**config.mk**
```make
export PLATFORM = sky130hd
export DESIGN_NAME = zc_delay_meter
export DESIGN_NICKNAME = d
export VERILOG_FILES = /design/src/rtl/zc_delay_pkg.sv /design/src/rtl/zc_delay_ctrl.sv /design/src/rtl/zc_delay_dp.sv /design/src/rtl/zc_delay_meter.sv
export SDC_FILE = /design/constraint.sdc
export NUM_CORES = 1
export LEC_CHECK = 0
export BUFFER_PORTS_ARGS = -buffer_cell sky130_fd_sc_hd__buf_4
export CAP_MARGIN = 40
export CELL_PAD_IN_SITES_DETAIL_PLACEMENT = 1
export CELL_PAD_IN_SITES_GLOBAL_PLACEMENT = 1
export CORE_MARGIN = 2
export CORE_UTILIZATION = 43
export DETAILED_ROUTE_END_ITERATION = 6
export GPL_TIMING_DRIVEN = 0
export PLACE_DENSITY_LB_ADDON = 0.1
export SYNTH_ARGS = -nofsm -noshare
export SYNTH_HDL_FRONTEND = slang
export SYNTH_SLANG_ARGS = --single-unit
```
**constraint.sdc**
```tcl
create_clock -name clk -period 3.5 [get_ports clk]
set_clock_uncertainty 0.1 [all_clocks]
set_input_delay 0.875 -clock clk [delete_from_list [all_inputs] [get_ports clk]]
set_output_delay 0.875 -clock clk [all_outputs]
set_load 0.05 [all_outputs]
```
**src/rtl/zc_delay_pkg.sv**
```systemverilog
package zc_delay_pkg;
  localparam int NUM_PH = 3;

  typedef enum logic [1:0] {
    MODE_VI  = 2'b00,
    MODE_VV  = 2'b01,
    MODE_II  = 2'b10,
    MODE_VI2 = 2'b11
  } modeT;

  typedef struct packed {
    logic [NUM_PH-1:0] start;
    logic [NUM_PH-1:0] stop;
    logic              flush;
    logic              tick;
  } ctrlT;
endpackage

```
**src/rtl/zc_delay_ctrl.sv**
```systemverilog
module zc_delay_ctrl
  import zc_delay_pkg::*;
(
  input  logic              clk,
  input  logic              rstN,
  input  logic              tickEn,
  input  logic [1:0]        modeSel,
  input  logic [NUM_PH-1:0] voltZc,
  input  logic [NUM_PH-1:0] currZc,
  output ctrlT              ctrl
);
  logic [1:0]        modeQ;
  logic [NUM_PH-1:0] refSel;
  logic [NUM_PH-1:0] tgtSel;
  logic [NUM_PH-1:0] phaseSrc;
  logic              modeChg;

  always_ff @(posedge clk) begin
    if (!rstN) modeQ <= 2'b00;
    else       modeQ <= modeSel;
  end

  assign modeChg = (modeSel != modeQ);

  always_comb begin
    phaseSrc = (modeT'(modeSel) == MODE_II) ? currZc : voltZc;
    unique case (modeT'(modeSel))
      MODE_VV, MODE_II: begin
        refSel = {phaseSrc[0], phaseSrc[1], phaseSrc[0]};
        tgtSel = {phaseSrc[1], phaseSrc[2], phaseSrc[2]};
      end
      default: begin
        refSel = voltZc;
        tgtSel = currZc;
      end
    endcase
  end

  always_comb begin
    ctrl.flush = modeChg;
    ctrl.tick  = tickEn;
    ctrl.start = modeChg ? '0 : refSel;
    ctrl.stop  = modeChg ? '0 : tgtSel;
  end
endmodule

```
**src/rtl/zc_delay_dp.sv**
```systemverilog
module zc_delay_dp
  import zc_delay_pkg::*;
#(
  parameter int CNT_W = 16
) (
  input  logic                         clk,
  input  logic                         rstN,
  input  ctrlT                         ctrl,
  output logic [NUM_PH-1:0]            armed,
  output logic [NUM_PH-1:0][CNT_W-1:0] cnt,
  output logic [NUM_PH-1:0][CNT_W-1:0] result
);
  localparam logic [CNT_W-1:0] CNT_MAX = {CNT_W{1'b1}};

  for (genvar k = 0; k < NUM_PH; k++) begin : g_ch
    logic latch;
    assign latch = ctrl.stop[k] && armed[k];

    always_ff @(posedge clk) begin
      if (!rstN) begin
        armed[k]  <= 1'b0;
        cnt[k]    <= '0;
        result[k] <= '0;
      end else if (ctrl.flush) begin
        armed[k] <= 1'b0;
        cnt[k]   <= '0;
      end else begin
        if (latch) result[k] <= cnt[k];
        if (ctrl.start[k]) begin
          armed[k] <= 1'b1;
          cnt[k]   <= '0;
        end else if (latch) begin
          armed[k] <= 1'b0;
        end else if (armed[k] && ctrl.tick && cnt[k] != CNT_MAX) begin
          cnt[k] <= cnt[k] + 1'b1;
        end
      end
    end
  end
endmodule

```
**src/rtl/zc_delay_meter.sv**
```systemverilog
module zc_delay_meter
  import zc_delay_pkg::*;
#(
  parameter int CNT_W = 16
) (
  input  logic             clk,
  input  logic             rstN,
  input  logic             tickEn,
  input  logic [1:0]       modeSel,
  input  logic [2:0]       voltZc,
  input  logic [2:0]       currZc,
  output logic [CNT_W-1:0] delay0,
  output logic [CNT_W-1:0] delay1,
  output logic [CNT_W-1:0] delay2
);
  ctrlT                         ctrl;
  logic [NUM_PH-1:0]            armed;
  logic [NUM_PH-1:0][CNT_W-1:0] cnt;
  logic [NUM_PH-1:0][CNT_W-1:0] result;

  zc_delay_ctrl u_ctrl (
    .clk(clk), .rstN(rstN), .tickEn(tickEn), .modeSel(modeSel),
    .voltZc(voltZc), .currZc(currZc), .ctrl(ctrl)
  );

  zc_delay_dp #(.CNT_W(CNT_W)) u_dp (
    .clk(clk), .rstN(rstN), .ctrl(ctrl),
    .armed(armed), .cnt(cnt), .result(result)
  );

  assign delay0 = result[0];
  assign delay1 = result[1];
  assign delay2 = result[2];
endmodule

```
# == After elaboration in Yosys (flattened, before gate mapping) ==
# Cells that the tools add are included.
# classes
add_sub_neg,3
n_eq_ne,6
mux,11
bitwise_logic,5
reduce_logical,23
# op_table
op,n
$add 16x1->16 const B,3
$ne 16x16->1 const B,3
$mux 3,5
$reduce_and 2->1,6
$logic_and 1x1->1,9
$reduce_or 3->1,3
$mux 1,6
$reduce_bool 2->1,3
$not 1->1,5
$reduce_or 2->1,2
$eq 2x1->1 const B,1
$eq 2x2->1 const B,1
$ne 2x2->1,1
# totals
register_bits,101
out_inout_bits,48
wordCells,58

# == Longest topological paths before layout ==
# depth
word_depth,7
mapped_depth,10
mapped_depth_nobuf,7

# == Cells and area by module ==
# Synthesis repeated with hierarchy kept, for this count alone.
# unflattened
hier_cells,563
hier_area_um2,4707.0
# modules_own_cells
mod,n_inst,cells_each,area_each_um2,seq_area_each_um2
zc_delay_dp,1,538,4480.5,1981.9
zc_delay_ctrl,1,25,226.5,40.0

# == Worst setup path before layout ==
# No wires, ideal clock.
# synth_timing
kind,input port to flip-flop
from,input modeSel[0]
to,register u_dp.cnt[45] (netlist name)
setup_ps,59
t_arrival_ps,2688
required_ps,3341
slack_ps,653
path_stages,8
cell_sequence,inv_1 > ha_1 > mux2_2 > mux2_2 > or2_0 > clkbuf_1 > or4_1 > nand2_1
# synth_via
elab_chain_len,7
word_cells_on_any_way,13
classes_between,eq/ne: 3; mux: 5; bitwise: 1; reduce/logical: 4
# synth_lines
item,line_no,source
"start, declared",zc_delay_meter.sv:9,"input logic [1:0] modeSel,"
$eq 2x2->1 / $eq 2x1->1 (equally long branches),"zc_delay_ctrl.sv:26, zc_delay_ctrl.sv:27",
$mux 3 / $reduce_or 2->1 (equally long branches),"zc_delay_ctrl.sv:26, zc_delay_ctrl.sv:27",
$mux 3,zc_delay_ctrl.sv:27,unique case (modeT'(modeSel))
$mux 3,zc_delay_ctrl.sv:43,ctrl.stop = modeChg ? '0 : tgtSel;
$logic_and 1x1->1,zc_delay_dp.sv:17,assign latch = ctrl.stop[k] && armed[k];
$not 1->1 (no source line),--,
$reduce_and 2->1 (no source line),--,
"end signal, assigned by index",zc_delay_dp.sv:35,cnt[k] <= cnt[k] + 1'b1;
"end, declared",zc_delay_dp.sv:10,"output logic [NUM_PH-1:0][CNT_W-1:0] cnt,"
# Parallel ways exist; a longest one is shown, timed or not.
# A chain may end at the register's enable or synchronous reset.

# == Worst setup path after layout ==
# layout_timing
from,input modeSel[0]
to,register u_dp.result[24] (netlist name)
# layout_via
elab_chain_len,6
word_cells_on_any_way,10
classes_between,eq/ne: 3; mux: 3; bitwise: 1; reduce/logical: 3
# layout_lines
item,line_no,source
$eq 2x2->1 / $eq 2x1->1 (equally long branches),"zc_delay_ctrl.sv:26, zc_delay_ctrl.sv:27",
$mux 3 / $reduce_or 2->1 (equally long branches),"zc_delay_ctrl.sv:26, zc_delay_ctrl.sv:27",
$mux 3,zc_delay_ctrl.sv:27,
$mux 3,zc_delay_ctrl.sv:43,
$logic_and 1x1->1,zc_delay_dp.sv:17,
$reduce_and 2->1 (no source line) *,--,
"end signal, assigned by index",zc_delay_dp.sv:28,if (latch) result[k] <= cnt[k];
"end, declared",zc_delay_dp.sv:11,output logic [NUM_PH-1:0][CNT_W-1:0] result
# Mark *: on every way between the ends. The rest lies on a longest branch, timed or not.

==> run summary <==
The cell sitting at the root of the clock tree is a sky130_fd_sc_hd__clkbuf_8. The via count of the first global-routing pass is 4367. On the critical path, the stage with the largest delay is an instance of sky130_fd_sc_hd__a2111oi_4. The number of antenna violations at the first check in global routing came out at 0. In the post-synthesis netlist, the biggest area contributors are sky130_fd_sc_hd__dfxtp_1, sky130_fd_sc_hd__a21boi_0, sky130_fd_sc_hd__nand2_1. The max-cap violation count is 0. The floorplan die area came out at 11600 sq um.

At the later pin of the worst-skew pair, clock insertion delay measures 380 ps. The post-placement cell count came out at 738. The pre-CTS setup slack came out at 226 ps.

In the final routed layout, each cell accounts on average for 16.4 microns. The floorplan die width is 108 microns. For this run, the register share of the synthesized area comes to 43.7%. The number of instances in the synthesized netlist is 546. The half-perimeter wire length of the detailed placement result is 9300 microns. For the pin with the worst max-slew slack, the measured transition is 625 ps. The number of enable flip-flop cells after synthesis is 0. The final net count came out at 628. The register clock-pin slew on the reported worst setup and hold paths is 100 ps. The per-instance average area after synthesis came out at 8.47 sq um.

The data required time at the worst endpoint is 3670 ps. The global-route wire length before repair came out at 21300 microns. The port buffer count is 56. Among all flip-flop cells after synthesis, the most frequent one is sky130_fd_sc_hd__dfxtp_1. For this run, asynchronously set or reset flops after synthesis account for 0%.

The cts-stage hold buffer count is 0. The worst path meets setup with 605 ps of slack. The combined area of all synthesized cells is 4630 sq um. Using the TritonRoute via totals, the vias-per-cell ratio works out to 5.57. The I/O pin count is 59. The clock buffer count from CTS is 9. The synthesis warning total came out at 0.

The maximum net fanout on the critical path is 10. Relative to the synthesized area, the layout overhead comes to 17.5%. In this design, the stage delay of the slowest critical-path cell is 650 ps. Setup repair after global routing left no endpoint under its margin. Power spread over the standard cell area amounts to 383 nW/um^2. The accumulated negative setup slack is 0 ps. The count of endpoints failing hold in the final timing report came out at 0.

The CTS tree is done. The worst pin sits at a relative slew slack of 58.0%. The min-delay analysis places its worst path in the category reg2reg.

The global-route usage over all layers came out at 23.0%. The die extent in y is 108 microns. Total power for the finished layout comes to 2080 uW.

For this run, design rule violations remaining after detail routing come to 0. The start-to-end type of the worst setup path is in2reg. The count of nets left with antenna violations after detail routing came out at 0. The maximum operating frequency came out at 345 MHz. The total congestion overflow after global routing is 0. The run finished with clean final reports. The count of distinct cell types in the synthesized netlist came out at 51. The post-cts gate resize count is 0. The synthesized flop and latch total came out at 101. The pre-antenna-repair detailed-routing pass consisted of 4 iterations. Leaving out fill and tap cells, the most frequent cell in the layout is sky130_fd_sc_hd__dfxtp_1. The signal on the critical path passes through buf_4 > inv_1 > ha_1 > mux2i_2 > a2111oi_4 > nand2_1 > clkbuf_1 > nand2_1 > a21boi_0.

The number of nets handed over by synthesis was 561. The final estimated routing congestion in global placement is 0.852. The highest ir drop seen on vdd came out at 0.000210 V. The fraction of final layout cells sized beyond drive strength 1 came out at 15.5%.

The number of standard cells in the layout, taps in and fillers out is 754. The library cells used most frequently in the layout, excluding fill and tap cells, are sky130_fd_sc_hd__dfxtp_1, sky130_fd_sc_hd__nand2_1, sky130_fd_sc_hd__buf_4, sky130_fd_sc_hd__nand3_1, sky130_fd_sc_hd__a21boi_0. The number of levels in the clock H-tree came out at 3. The number of setup buffers added after CTS is 0. The share of the clock period used by the worst path after layout is 82.7%. The initial detailed-routing violation count came out at 107.

The area of the placeable core came out at 10400 sq um. The via count came out at 4202. Entering global routing, the biggest net connects 17 pins. The worst path in the final design needs a cycle of 2890 ps, including I/O delays and setup. The routed design has 12400 microns of wire. Once the floorplan was initialized, standard cells occupied 44.6% of the core. Counting every sink on the clock net gives 101. The static leakage is 0.00182 uW. sky130_fd_sc_hd__dfxtp_1 takes more of the synthesized area than any other cell. The element type at the critical path end is a register. The most numerous cell type found on the critical path is sky130_fd_sc_hd__nand2_1.

At the end of the flow the core is filled with cells to 52.4%. The clock passes through at most 2 buffers. 0 antenna diodes ended up in the layout. The final number of setup-violating endpoints is 0. In this run the biggest area consumer among cell types represents 43.7% of the synthesized area. The total number of placement rows came out at 37. STA classifies the critical path startpoint as an input port.

The arrival time of the worst setup path is 3060 ps. The final number of max-transition violations is 0.
==> critical path, delay by kind of cell <==
family | cells | cell delay (ps)
and+or+nand+nor | 2 | 460
AOI/OAI and AO/OA | 2 | 730
muxes | 1 | 230
adders and majority gates | 1 | 280
buffers and inverters | 3 | 480
==> worst paths after layout <==
kind | startpoint | endpoint | slack (ps) | cells after the start
worst min-delay path | u_dp.result[19]$_SDFFE_PN0P_ | u_dp.result[19]$_SDFFE_PN0P_ | 370 | 2
worst max register to register | u_dp.cnt[0]$_SDFFE_PP0P_ | u_dp.cnt[4]$_SDFFE_PP0P_ | 900 | 7
worst min register to register | u_dp.result[19]$_SDFFE_PN0P_ | u_dp.result[19]$_SDFFE_PN0P_ | 370 | 2
worst max-delay path | modeSel[0] | u_dp.result[24]$_SDFFE_PN0P_ | 610 | 9
==> where the power goes <==
group          internal (uW)  switching, uW
clock network            392            410
registers               1150           1.85
logic                   42.9           83.6
==> through the flow <==
step	hold WS, ps	cell area (sq um)
floorplan	348	4630
global placement	353	5220
detailed placement	353	5220
CTS	372	5440
global route	387	5440
finish	372	5440
==> metal layers <==
| metal | wire, microns | vias up | global-route usage [%] |
|---|---|---|---|
| li1 | - | 2080 | - |
| met4 | 252 | 0 | 8.70 |
| met1 | 5700 | 2042 | 29.5 |
| met5 | 0 | - | 0 |
| met2 | 6000 | 62 | 38.8 |
| met3 | 453 | 18 | 3.63 |
==> logic make-up (layout without fill, tap and decap cells) <==
group | Yosys count | after routing | share of synthesized area (%)
DFF | 101 | 101 | 43.7
xor gates and xnor gates | 22 | 22 | 4.33
adders and majority gates | 4 | 4 | 1.08
buffers and inverters | 41 | 113 | 3.98
muxes | 8 | 8 | 1.87
and+or+nand+nor | 261 | 261 | 28.6
AOI/OAI and AO/OA | 109 | 109 | 16.5
==> Yosys cell counts, drive strengths merged, types with 3 or more instances <==
cell type    n
a21boi      48
a21oi       24
a311oi       3
and2         5
and3         8
and4         8
buf         13
clkbuf      17
dfxtp      101
ha           4
inv         11
mux2i        6
nand2       86
nand3       53
nand4       21
nor2        33
nor2b        3
nor3         8
nor4        11
o211ai       3
o21ai       17
or2          3
or3         15
or4          4
xnor2       12
xor2        10
==> state kept, by name, indices dropped and copies added, names as in the netlist <==
name and count:
u_ctrl.modeQ 2, u_dp.armed 3, u_dp.cnt 48, u_dp.result 48
==> final cells by class <==
class                      instances  area (sq um)
timing repair buffer              56           420
buffer                            30           143
fill                            1285          4930
sequential                       101          2020
inverter                          11          41.3
clock inverter                     4          55.1
tap                              136           170
clock buffer                      12           165
multi-input combinational        404          2420
No activity file was read; power rests on OpenSTA's default activity.
